File: config.mk
export PLATFORM = sky130hd
export DESIGN_NAME = seq_prefetch
export DESIGN_NICKNAME = d
export VERILOG_FILES = /design/src/rtl/seq_prefetch_pkg.sv /design/src/rtl/pf_side_entry.sv /design/src/rtl/pf_ctrl.sv /design/src/rtl/seq_prefetch.sv
export SDC_FILE = /design/constraint.sdc
export NUM_CORES = 1
export LEC_CHECK = 0
export ABC_AREA = 1
export BUFFER_PORTS_ARGS = -buffer_cell sky130_fd_sc_hd__buf_2
export CORE_AREA = 2 2 105 107
export CTS_CLUSTER_SIZE = 25
export DETAILED_ROUTE_END_ITERATION = 7
export DIE_AREA = 0 0 107 109
export PLACE_DENSITY = 0.78
export SYNTH_ARGS = -nofsm -noshare
export SYNTH_HDL_FRONTEND = slang
export SYNTH_SLANG_ARGS = --single-unit
File: constraint.sdc
create_clock -name clk -period 5.05 [get_ports clk]
set_input_delay 0.505 -clock clk [delete_from_list [all_inputs] [get_ports clk]]
set_output_delay 0.505 -clock clk [all_outputs]
set_load 0.01 [all_outputs]
File: src/rtl/seq_prefetch_pkg.sv
package seq_prefetch_pkg;
  typedef enum logic [2:0] {
    ST_IDLE,
    ST_DEMAND_REQ,
    ST_NEXT_REQ,
    ST_DEMAND_WAIT,
    ST_PF_WAIT,
    ST_DRAIN
  } pf_state_t;
endpackage

File: src/rtl/pf_side_entry.sv
module pf_side_entry #(
  parameter int ADDR_W = 8,
  parameter int DATA_W = 32
) (
  input  logic              clk,
  input  logic              rst,
  input  logic              arm,
  input  logic [ADDR_W-1:0] arm_tag,
  input  logic              issue,
  input  logic              land,
  input  logic [DATA_W-1:0] land_data,
  input  logic              drop,
  output logic [ADDR_W-1:0] tag,
  output logic              valid,
  output logic              pend,
  output logic [DATA_W-1:0] data
);
  always_ff @(posedge clk) begin
    if (rst) begin
      tag   <= '0;
      valid <= 1'b0;
      pend  <= 1'b0;
    end else begin
      if (arm) begin
        tag   <= arm_tag;
        valid <= 1'b0;
      end
      if (issue) pend <= 1'b1;
      if (land) begin
        valid <= 1'b1;
        pend  <= 1'b0;
      end
      if (drop) pend <= 1'b0;
    end
  end

  // payload register kept reset-free so it maps onto plain storage
  always_ff @(posedge clk) begin
    if (land) data <= land_data;
  end

  // a response is parked only when a speculative fetch is open
  p_land_pend_r3: assert property (@(posedge clk) disable iff (rst)
    land |-> pend);

  // never a second speculative request while one is open
  p_single_pf_r7: assert property (@(posedge clk) disable iff (rst)
    issue |-> !pend);
endmodule

File: src/rtl/pf_ctrl.sv
module pf_ctrl
  import seq_prefetch_pkg::*;
#(
  parameter int ADDR_W = 8,
  parameter int DATA_W = 32
) (
  input  logic              clk,
  input  logic              rst,
  input  logic              miss_valid,
  input  logic [ADDR_W-1:0] miss_addr,
  output logic              miss_ready,
  output logic              fill_valid,
  output logic [ADDR_W-1:0] fill_addr,
  output logic [DATA_W-1:0] fill_data,
  output logic              mem_req_valid,
  output logic [ADDR_W-1:0] mem_req_addr,
  input  logic              mem_req_ready,
  input  logic              mem_rsp_valid,
  input  logic [DATA_W-1:0] mem_rsp_data,
  input  logic [ADDR_W-1:0] sb_tag,
  input  logic              sb_valid,
  input  logic              sb_pend,
  input  logic [DATA_W-1:0] sb_data,
  output logic              sb_arm,
  output logic [ADDR_W-1:0] sb_arm_tag,
  output logic              sb_issue,
  output logic              sb_land,
  output logic              sb_drop
);
  localparam logic [ADDR_W-1:0] STEP = ADDR_W'(1);

  pf_state_t         st;
  logic [ADDR_W-1:0] cur;
  logic              dem_out;
  logic              accept, sb_hit, sb_wait, rsp_dem, rsp_spec;

  assign miss_ready    = (st == ST_IDLE) && !mem_rsp_valid;
  assign accept        = miss_valid && miss_ready;
  assign sb_hit        = sb_valid && (sb_tag == miss_addr);
  assign sb_wait       = sb_pend && (sb_tag == miss_addr);
  assign mem_req_valid = (st == ST_DEMAND_REQ) || (st == ST_NEXT_REQ);
  assign mem_req_addr  = (st == ST_DEMAND_REQ) ? cur : sb_tag;

  assign rsp_dem  = mem_rsp_valid && dem_out;
  assign rsp_spec = mem_rsp_valid && !dem_out;

  always_comb begin
    sb_arm     = 1'b0;
    sb_arm_tag = miss_addr + STEP;
    if (st == ST_IDLE) begin
      sb_arm = accept && !sb_pend;
    end else if ((st == ST_PF_WAIT) || (st == ST_DRAIN)) begin
      sb_arm     = rsp_spec;
      sb_arm_tag = cur + STEP;
    end
  end

  assign sb_issue = (st == ST_NEXT_REQ) && mem_req_ready;
  assign sb_drop  = rsp_spec && ((st == ST_PF_WAIT) || (st == ST_DRAIN));
  assign sb_land  = rsp_spec && (st != ST_PF_WAIT) && (st != ST_DRAIN);

  always_ff @(posedge clk) begin
    if (rst) begin
      st         <= ST_IDLE;
      cur        <= '0;
      dem_out    <= 1'b0;
      fill_valid <= 1'b0;
      fill_addr  <= '0;
      fill_data  <= '0;
    end else begin
      fill_valid <= 1'b0;
      if (rsp_dem) begin
        fill_valid <= 1'b1;
        fill_addr  <= cur;
        fill_data  <= mem_rsp_data;
        dem_out    <= 1'b0;
      end
      unique case (st)
        ST_IDLE: if (accept) begin
          cur <= miss_addr;
          if (sb_hit) begin
            fill_valid <= 1'b1;
            fill_addr  <= miss_addr;
            fill_data  <= sb_data;
            st         <= ST_NEXT_REQ;
          end else if (sb_wait) st <= ST_PF_WAIT;
          else if (sb_pend)     st <= ST_DRAIN;
          else                  st <= ST_DEMAND_REQ;
        end
        ST_DEMAND_REQ: if (mem_req_ready) begin
          dem_out <= 1'b1;
          st      <= ST_NEXT_REQ;
        end
        ST_NEXT_REQ: if (mem_req_ready)
          st <= (dem_out && !mem_rsp_valid) ? ST_DEMAND_WAIT : ST_IDLE;
        ST_DEMAND_WAIT: if (mem_rsp_valid) st <= ST_IDLE;
        ST_PF_WAIT: if (rsp_spec) begin
          fill_valid <= 1'b1;
          fill_addr  <= cur;
          fill_data  <= mem_rsp_data;
          st         <= ST_NEXT_REQ;
        end
        ST_DRAIN: if (rsp_spec) st <= ST_DEMAND_REQ;
        default: st <= ST_IDLE;
      endcase
    end
  end

  // quiet outputs right after a reset cycle
  p_rst_quiet_r9: assert property (@(posedge clk)
    rst |=> (!fill_valid && !mem_req_valid));

  // an accepted miss closes the port on the next cycle
  p_one_miss_r10: assert property (@(posedge clk) disable iff (rst)
    accept |=> !miss_ready);

  // a raised request holds until taken
  p_hold_req_r11: assert property (@(posedge clk) disable iff (rst)
    (mem_req_valid && !mem_req_ready) |=> (mem_req_valid && $stable(mem_req_addr)));

  // fills are one-cycle pulses
  p_fill_pulse_r2: assert property (@(posedge clk) disable iff (rst)
    fill_valid |=> !fill_valid);

  // buffer hit fills next cycle and asks for the following block
  p_hit_fill_r4: assert property (@(posedge clk) disable iff (rst)
    (accept && sb_hit) |=> (fill_valid && mem_req_valid &&
                            (mem_req_addr == ADDR_W'($past(miss_addr) + STEP))));
endmodule

File: src/rtl/seq_prefetch.sv
module seq_prefetch #(
  parameter int ADDR_W = 8,
  parameter int DATA_W = 32
) (
  input  logic              clk,
  input  logic              rst,
  input  logic              miss_valid,
  input  logic [ADDR_W-1:0] miss_addr,
  output logic              miss_ready,
  output logic              fill_valid,
  output logic [ADDR_W-1:0] fill_addr,
  output logic [DATA_W-1:0] fill_data,
  output logic              mem_req_valid,
  output logic [ADDR_W-1:0] mem_req_addr,
  input  logic              mem_req_ready,
  input  logic              mem_rsp_valid,
  input  logic [DATA_W-1:0] mem_rsp_data
);
  logic [ADDR_W-1:0] sb_tag, sb_arm_tag;
  logic              sb_valid, sb_pend, sb_arm, sb_issue, sb_land, sb_drop;
  logic [DATA_W-1:0] sb_data;

  pf_side_entry #(.ADDR_W(ADDR_W), .DATA_W(DATA_W)) u_entry (
    .clk(clk), .rst(rst),
    .arm(sb_arm), .arm_tag(sb_arm_tag), .issue(sb_issue),
    .land(sb_land), .land_data(mem_rsp_data), .drop(sb_drop),
    .tag(sb_tag), .valid(sb_valid), .pend(sb_pend), .data(sb_data)
  );

  pf_ctrl #(.ADDR_W(ADDR_W), .DATA_W(DATA_W)) u_ctrl (
    .clk(clk), .rst(rst),
    .miss_valid(miss_valid), .miss_addr(miss_addr), .miss_ready(miss_ready),
    .fill_valid(fill_valid), .fill_addr(fill_addr), .fill_data(fill_data),
    .mem_req_valid(mem_req_valid), .mem_req_addr(mem_req_addr),
    .mem_req_ready(mem_req_ready),
    .mem_rsp_valid(mem_rsp_valid), .mem_rsp_data(mem_rsp_data),
    .sb_tag(sb_tag), .sb_valid(sb_valid), .sb_pend(sb_pend), .sb_data(sb_data),
    .sb_arm(sb_arm), .sb_arm_tag(sb_arm_tag), .sb_issue(sb_issue),
    .sb_land(sb_land), .sb_drop(sb_drop)
  );
endmodule

After elaboration in Yosys (flattened, before gate mapping)
Cells that the tools add are included.
W data, S select, Z words.

storage, ports and cells
  output and inout bits = 51
  bits of input ports = 45
  flip-flop bits (word level) = 95
  logic and storage cells = 84

operators by class
  add/subtract/negate cells = 2
  equal/unequal tests = 14
  multiplexer cells = 36
  reductions and logical operators = 22

operators with widths
  kind                   count
  $mux W32               4
  $pmux W32 S2           1
  $mux W8                7
  $mux W3                9
  $pmux W3 S6            1
  $add A8 B1 Y8 const B  2
  $pmux W8 S2            1
  $logic_and A1 B1 Y1    12
  $mux W1                11
  $eq A8 B8 Y1           1
  $eq A3 B2 Y1 const B   2
  $eq A3 B3 Y1 const B   2
  $ne A2 B1 Y1 const B   3
  $ne A2 B2 Y1 const B   3
  $ne A3 B3 Y1 const B   2
  $reduce_and A6 Y1      1
  $eq A3 B1 Y1 const B   1
  $logic_not A1 Y1       3
  $logic_not A3 Y1       1
  $reduce_or A3 Y1       1
  $logic_or A1 B1 Y1     2
  $mux W2                1
  $pmux W1 S2            1
  $reduce_and A2 Y1      1
  $reduce_bool A2 Y1     1

Logic depth before layout (Yosys ltp)
  word-level depth = 7
  mapped depth = 11
  gate-level depth less buffers = 11

Modules after synthesis
From an unflattened synthesis, not the netlist that was laid out.

unflattened totals
  cells, all modules = 836
  area total of the unflattened synthesis = 5,571.6 um^2

by module, submodules not included
  module         times used  cells each  area each (um^2)  sequential area each (um^2)
  pf_ctrl        1           761         4,271.6           1,061.0
  pf_side_entry  1           75          1,300.0           1,161.1

Least setup slack after synthesis
OpenSTA, ideal clock, no wires.

  kind = input port to flip-flop
  start = input port mem_rsp_valid
  end = register u_entry.data[0], enable pin
  path slack = 2,438 ps
  cell stages on the path = 3
  data arrival time = 2,189 ps
  setup time = 422 ps
  buffers on the path = 1
  data required time = 4,628 ps
  cells stage by stage = buf_4 -> nand2_1 -> nor2_1

on the way
  word-level cells in the longest chain between the ends = 3

RTL lines
  item                              line                 source
  from (decl)                       seq_prefetch.sv:16   input logic mem_rsp_valid,
  $logic_and A1 B1 Y1               pf_ctrl.sv:45        assign rsp_spec = mem_rsp_valid && !dem_out;
  $logic_and A1 B1 Y1 (2 in a row)  pf_ctrl.sv:60        assign sb_land = rsp_spec && (st != ST_PF_WAIT) && (st != ST_DRAIN);
  via sb_land                       seq_prefetch.sv:20   logic sb_valid, sb_pend, sb_arm, sb_issue, sb_land, sb_drop;
  to (signal assigned)              pf_side_entry.sv:39  if (land) data <= land_data;
  to (decl)                         pf_side_entry.sv:16  output logic [DATA_W-1:0] data

The timed path passes the listed nets, and every way through them passes these cells.
A chain may end at the register's enable or synchronous reset.

Final worst setup path
  start = register u_ctrl.st[0]
  end = register u_ctrl.fill_data[27]

on the way
  word-level cells in the longest chain between the ends = 5
  elaborated cells on any way between the ends = 6
  classes of those cells = eq/ne (1); mux (2); reduce/logical (3)

RTL lines
  item                    line                          source
  from (decl)             pf_ctrl.sv:32                 pf_state_t st;
  from (signal assigned)  pf_ctrl.sv:95                 st <= (dem_out && !mem_rsp_valid) ? ST_DEMAND_WAIT : ST_IDLE;
  $logic_not A3 Y1        pf_ctrl.sv:37, pf_ctrl.sv:78
  $logic_and A1 B1 Y1     pf_ctrl.sv:37                 assign miss_ready = (st == ST_IDLE) && !mem_rsp_valid;
  $logic_and A1 B1 Y1     pf_ctrl.sv:38                 assign accept = miss_valid && miss_ready;
  $mux W32                pf_ctrl.sv:79                 ST_IDLE: if (accept) begin
  $pmux W32 S2 *          pf_ctrl.sv:78                 unique case (st)
  to (signal assigned)    pf_ctrl.sv:75                 fill_data <= mem_rsp_data;
  to (signal assigned)    pf_ctrl.sv:84                 fill_data <= sb_data;
  to (signal assigned)    pf_ctrl.sv:100                fill_data <= mem_rsp_data;
  to (decl)               pf_ctrl.sv:14                 output logic [DATA_W-1:0] fill_data,

Every way passes the cells marked *; elsewhere a longest branch is shown, timed or not.

==> metrics.txt <==
# TYPE chip_impl_metric gauge
chip_impl_info{name="status",value="completed"} 1
chip_impl_metric{name="final_net_count",unit=""} 935
chip_impl_info{name="timing.hold.worst.class",value="input port to register"} 1
chip_impl_metric{name="netlist_area",unit="um^2"} 5730
chip_impl_metric{name="tightestPinTransition",unit="ns"} 1.09
chip_impl_info{name="setup.worst_path.class",value="register to register"} 1
chip_impl_info{name="yosys-top-cells-area",value="sky130_fd_sc_hd__dfxtp_1 22%, sky130_fd_sc_hd__edfxtp_1 17%, sky130_fd_sc_hd__nand2_1 11%"} 1
chip_impl_info{name="critPathLaunchType",value="register"} 1
chip_impl_metric{name="fin_tns_setup",unit="ns"} 0
chip_impl_metric{name="antenna_found_initial",unit=""} 0
chip_impl_info{name="timing.critical_path.mode_cell",value="sky130_fd_sc_hd__nor2_4"} 1
chip_impl_metric{name="comb_power_share",unit=""} 0.357
chip_impl_metric{name="path_clk_slew",unit="ns"} 0.10
chip_impl_metric{name="min_period",unit="ns"} 3.14
chip_impl_metric{name="mappedNetlistNets",unit=""} 878
chip_impl_metric{name="io_pins",unit=""} 96
chip_impl_metric{name="drc_errors",unit=""} 0
chip_impl_metric{name="grt_start_max_net_pins",unit=""} 64
chip_impl_metric{name="power.switching_fraction",unit=""} 0.402
chip_impl_metric{name="avgViaCountPerCell",unit=""} 5.36
chip_impl_info{name="crit_chain",value="nor2_4 -> nand2_2 -> nor2_4 -> nand2_4 -> inv_4 -> nand3_4 -> nand2_1 -> nand3_1 -> a21oi_2"} 1
chip_impl_metric{name="final_setup_vio_count",unit=""} 0
chip_impl_metric{name="cell_internal_pwr",unit="uW"} 1360
chip_impl_info{name="root_buffer_cell",value="sky130_fd_sc_hd__clkbuf_8"} 1
chip_impl_info{name="setup_repair_after_global_routing_missed_its_margin",value="no"} 1
chip_impl_metric{name="power_density",unit="nW/um^2"} 360
chip_impl_metric{name="routed_wire_length_per_instance",unit="um"} 14.0
chip_impl_info{name="tritoncts",value="yes"} 1
chip_impl_metric{name="asyncSetResetFlopFracSynth",unit=""} 0
chip_impl_metric{name="clkPwrFrac",unit=""} 0.205
chip_impl_metric{name="footprint_of_the_multi_input_gates",unit="um^2"} 2690
chip_impl_metric{name="clock_tree.buffer_depth",unit=""} 2
chip_impl_metric{name="yosys_warnings",unit=""} 0
chip_impl_metric{name="max-vdd-ir-drop",unit="mV"} 0.249
chip_impl_metric{name="ctsHoldBuffers",unit=""} 0
chip_impl_metric{name="totalWireLength",unit="mm"} 14.5
chip_impl_info{name="worst_path_dominant_cell_family",value="simple AND/OR/NAND/NOR gates"} 1
chip_impl_metric{name="cts_sinks",unit=""} 95
chip_impl_metric{name="register_area",unit="um^2"} 2220
chip_impl_info{name="synth_ff_type",value="sky130_fd_sc_hd__dfxtp_1"} 1
chip_impl_metric{name="worst_path_largest_cell_delay",unit="ns"} 0.74
chip_impl_metric{name="netlist.area_leader.share",unit=""} 0.220
chip_impl_metric{name="dp_hpwl",unit="mm"} 9.39
chip_impl_info{name="endpoint_kind",value="register"} 1
chip_impl_metric{name="timing.critical_path.buf_inv",unit=""} 1
chip_impl_metric{name="finalClockSkew",unit="ns"} 0.0117
chip_impl_metric{name="stdcell_area",unit="um^2"} 6290
chip_impl_metric{name="cap_violations",unit=""} 0
chip_impl_metric{name="synth_enable_flop_cells",unit=""} 32
chip_impl_metric{name="antenna_cells",unit=""} 0
chip_impl_metric{name="floorplan.initialDensity",unit=""} 0.540
chip_impl_metric{name="sequentialPowerShare",unit=""} 0.438
chip_impl_info{name="cell_type_with_the_highest_aggregate_area_in_the_netlist",value="sky130_fd_sc_hd__dfxtp_1"} 1
chip_impl_metric{name="slew_headroom",unit=""} 0.272
chip_impl_info{name="layout_commonest_cell",value="sky130_fd_sc_hd__nand2_1"} 1
chip_impl_metric{name="use_met2",unit=""} 0.399
chip_impl_metric{name="dr_total_vias",unit=""} 5541
chip_impl_metric{name="net_load_switching_power",unit="uW"} 911
chip_impl_metric{name="fp.dieArea",unit="um^2"} 11700
chip_impl_metric{name="post_synth_inst_count",unit=""} 831
chip_impl_metric{name="first_global_vias",unit=""} 4831
chip_impl_metric{name="num-fill-cells",unit=""} 1036
chip_impl_metric{name="die_height",unit="um"} 109
chip_impl_metric{name="cp_data_arrival_time",unit="ns"} 3.43
chip_impl_metric{name="dieWidth",unit="um"} 107
chip_impl_metric{name="postCtsResizedCells",unit=""} 0
chip_impl_info{name="grt_busiest_layer",value="met2"} 1
chip_impl_metric{name="grt_util_met1",unit=""} 0.354
chip_impl_metric{name="gr-usage-all-layers",unit=""} 0.251
chip_impl_metric{name="first_iter_violations",unit=""} 572
chip_impl_metric{name="num_rows",unit=""} 38
chip_impl_metric{name="distinct_cell_type_count_of_the_synthesized_netlist",unit=""} 34
chip_impl_metric{name="ys_ff_latch",unit=""} 95
chip_impl_metric{name="firstDrtPassIters",unit=""} 5
chip_impl_metric{name="numCtsBuffers",unit=""} 9
chip_impl_metric{name="seq_area_frac_synth",unit=""} 0.388
chip_impl_info{name="layout_common_cells",value="165 x sky130_fd_sc_hd__nand2_1, 131 x sky130_fd_sc_hd__inv_1, 104 x sky130_fd_sc_hd__o21ai_0"} 1
chip_impl_metric{name="power.static_leakage",unit="uW"} 0.00292
chip_impl_metric{name="port_buffers",unit=""} 95
chip_impl_metric{name="rd_place_congestion",unit=""} 0.852
chip_impl_metric{name="flow.area_growth_from_synthesis",unit="%"} 9.92
chip_impl_metric{name="postRouteAntennaNets",unit=""} 0
chip_impl_info{name="critical_path.slowest_cell",value="sky130_fd_sc_hd__nor2_4"} 1
chip_impl_metric{name="cts_post_setup_buffers_inserted",unit=""} 0
chip_impl_metric{name="use_met3",unit=""} 0.0418
chip_impl_metric{name="critPathMaxFanout",unit=""} 41
chip_impl_metric{name="clk_latency",unit="ns"} 0.37
chip_impl_metric{name="final_hold_viol_count",unit=""} 0
chip_impl_metric{name="drive_above_1_share",unit=""} 0.163
chip_impl_metric{name="syn_avg_cell_area",unit="um^2"} 6.89
chip_impl_metric{name="design.core.area",unit="um^2"} 10600
chip_impl_metric{name="max_freq",unit="MHz"} 318
chip_impl_metric{name="grt_overflow_total",unit=""} 0
chip_impl_metric{name="finalCritPeriodShare",unit=""} 0.622
chip_impl_metric{name="placed_cell_area",unit="um^2"} 6120
chip_impl_metric{name="cts_max_level",unit=""} 3
chip_impl_metric{name="worst-endpoint-required",unit="ns"} 5.34
chip_impl_metric{name="final-max-slew-violation-count",unit=""} 0
chip_impl_metric{name="first_pass_grt_wire_length",unit="mm"} 23.5
==> final timing paths <==
path / startpoint / end / slack, ns / depth (start not counted)
max: u_ctrl.st[0] / u_ctrl.fill_data[27] / 1.91 / 9
min: mem_rsp_data[4] / u_entry.data[4] / 0.33 / 1
max reg2reg: u_ctrl.st[0] / u_ctrl.fill_data[27] / 1.91 / 9
min reg2reg: u_entry.tag[2] / u_entry.tag[2] / 0.50 / 2
==> logic make-up after synthesis <==
family                     after synthesis  synth area share
and+or+nand+nor                        283             0.221
AOI/OAI and AO/OA                      255             0.238
buffers and inverters                  193             0.144
DFF                                     95             0.388
xor gates and xnor gates                 3           0.00459
adders and majority gates                2           0.00437
==> power groups by stage <==
stage / Sequential, uW / Combinational, uW / Clock, uW
2_1_floorplan: 1010 / 564 / 0
3_3_place_gp: 1010 / 785 / 0
3_5_place_dp: 1010 / 801 / 0
4_1_cts: 992 / 807 / 476
5_1_grt: 1010 / 917 / 503
6_report: 994 / 809 / 465
==> area by class of cell <==
cell class / count / share of cell area
sequential: 95 / 0.353
timing repair buffer: 99 / 0.0803
tap: 140 / 0.0278
multi-input combinational: 543 / 0.427
clock buffer: 11 / 0.0225
inverter: 140 / 0.0839
clock inverter: 5 / 0.00557
==> routing by layer <==
metal	vias up	wire, um
li1	2853	-
met1	2458	6620
met2	211	6530
met3	19	1120
met4	0	200
met5	-	0
==> flip-flops by register name, indices dropped and copies added, names as in the netlist <==
| signal | cells |
|---|---|
| u_ctrl.fill_addr | 8 |
| u_ctrl.fill_valid | 1 |
| u_entry.tag | 8 |
| u_entry.data | 32 |
| u_ctrl.cur | 8 |
| u_ctrl.st | 3 |
| u_ctrl.dem_out | 1 |
| u_ctrl.fill_data | 32 |
| u_entry.valid | 1 |
| u_entry.pend | 1 |
==> Yosys cell counts, types with 10 or more instances <==
cell,number
sky130_fd_sc_hd__nand2_1,165
sky130_fd_sc_hd__nand4_1,33
sky130_fd_sc_hd__buf_2,12
sky130_fd_sc_hd__inv_1,131
sky130_fd_sc_hd__clkbuf_1,24
sky130_fd_sc_hd__dfxtp_1,63
sky130_fd_sc_hd__nor2_1,35
sky130_fd_sc_hd__edfxtp_1,32
sky130_fd_sc_hd__a21oi_2,12
sky130_fd_sc_hd__nand3_1,38
sky130_fd_sc_hd__o21ai_1,43
sky130_fd_sc_hd__a21oi_1,78
sky130_fd_sc_hd__buf_6,10
sky130_fd_sc_hd__o21ai_0,104
==> through the flow <==
stage / util / hold WS, ns / setup slack [ns] / total power, uW / instances
6_report: 0.594 / 0.331 / 1.91 / 2270 / 1033
2_1_floorplan: - / 0.457 / 2.44 / 1580 / 831
3_3_place_gp: 0.577 / 0.482 / 2.03 / 1790 / 1017
3_5_place_dp: 0.577 / 0.486 / 1.95 / 1810 / 1017
5_1_grt: 0.594 / 0.330 / 1.62 / 2430 / 1033
4_1_cts: 0.594 / 0.327 / 1.93 / 2270 / 1033
Power figures use the tool's default switching activity.
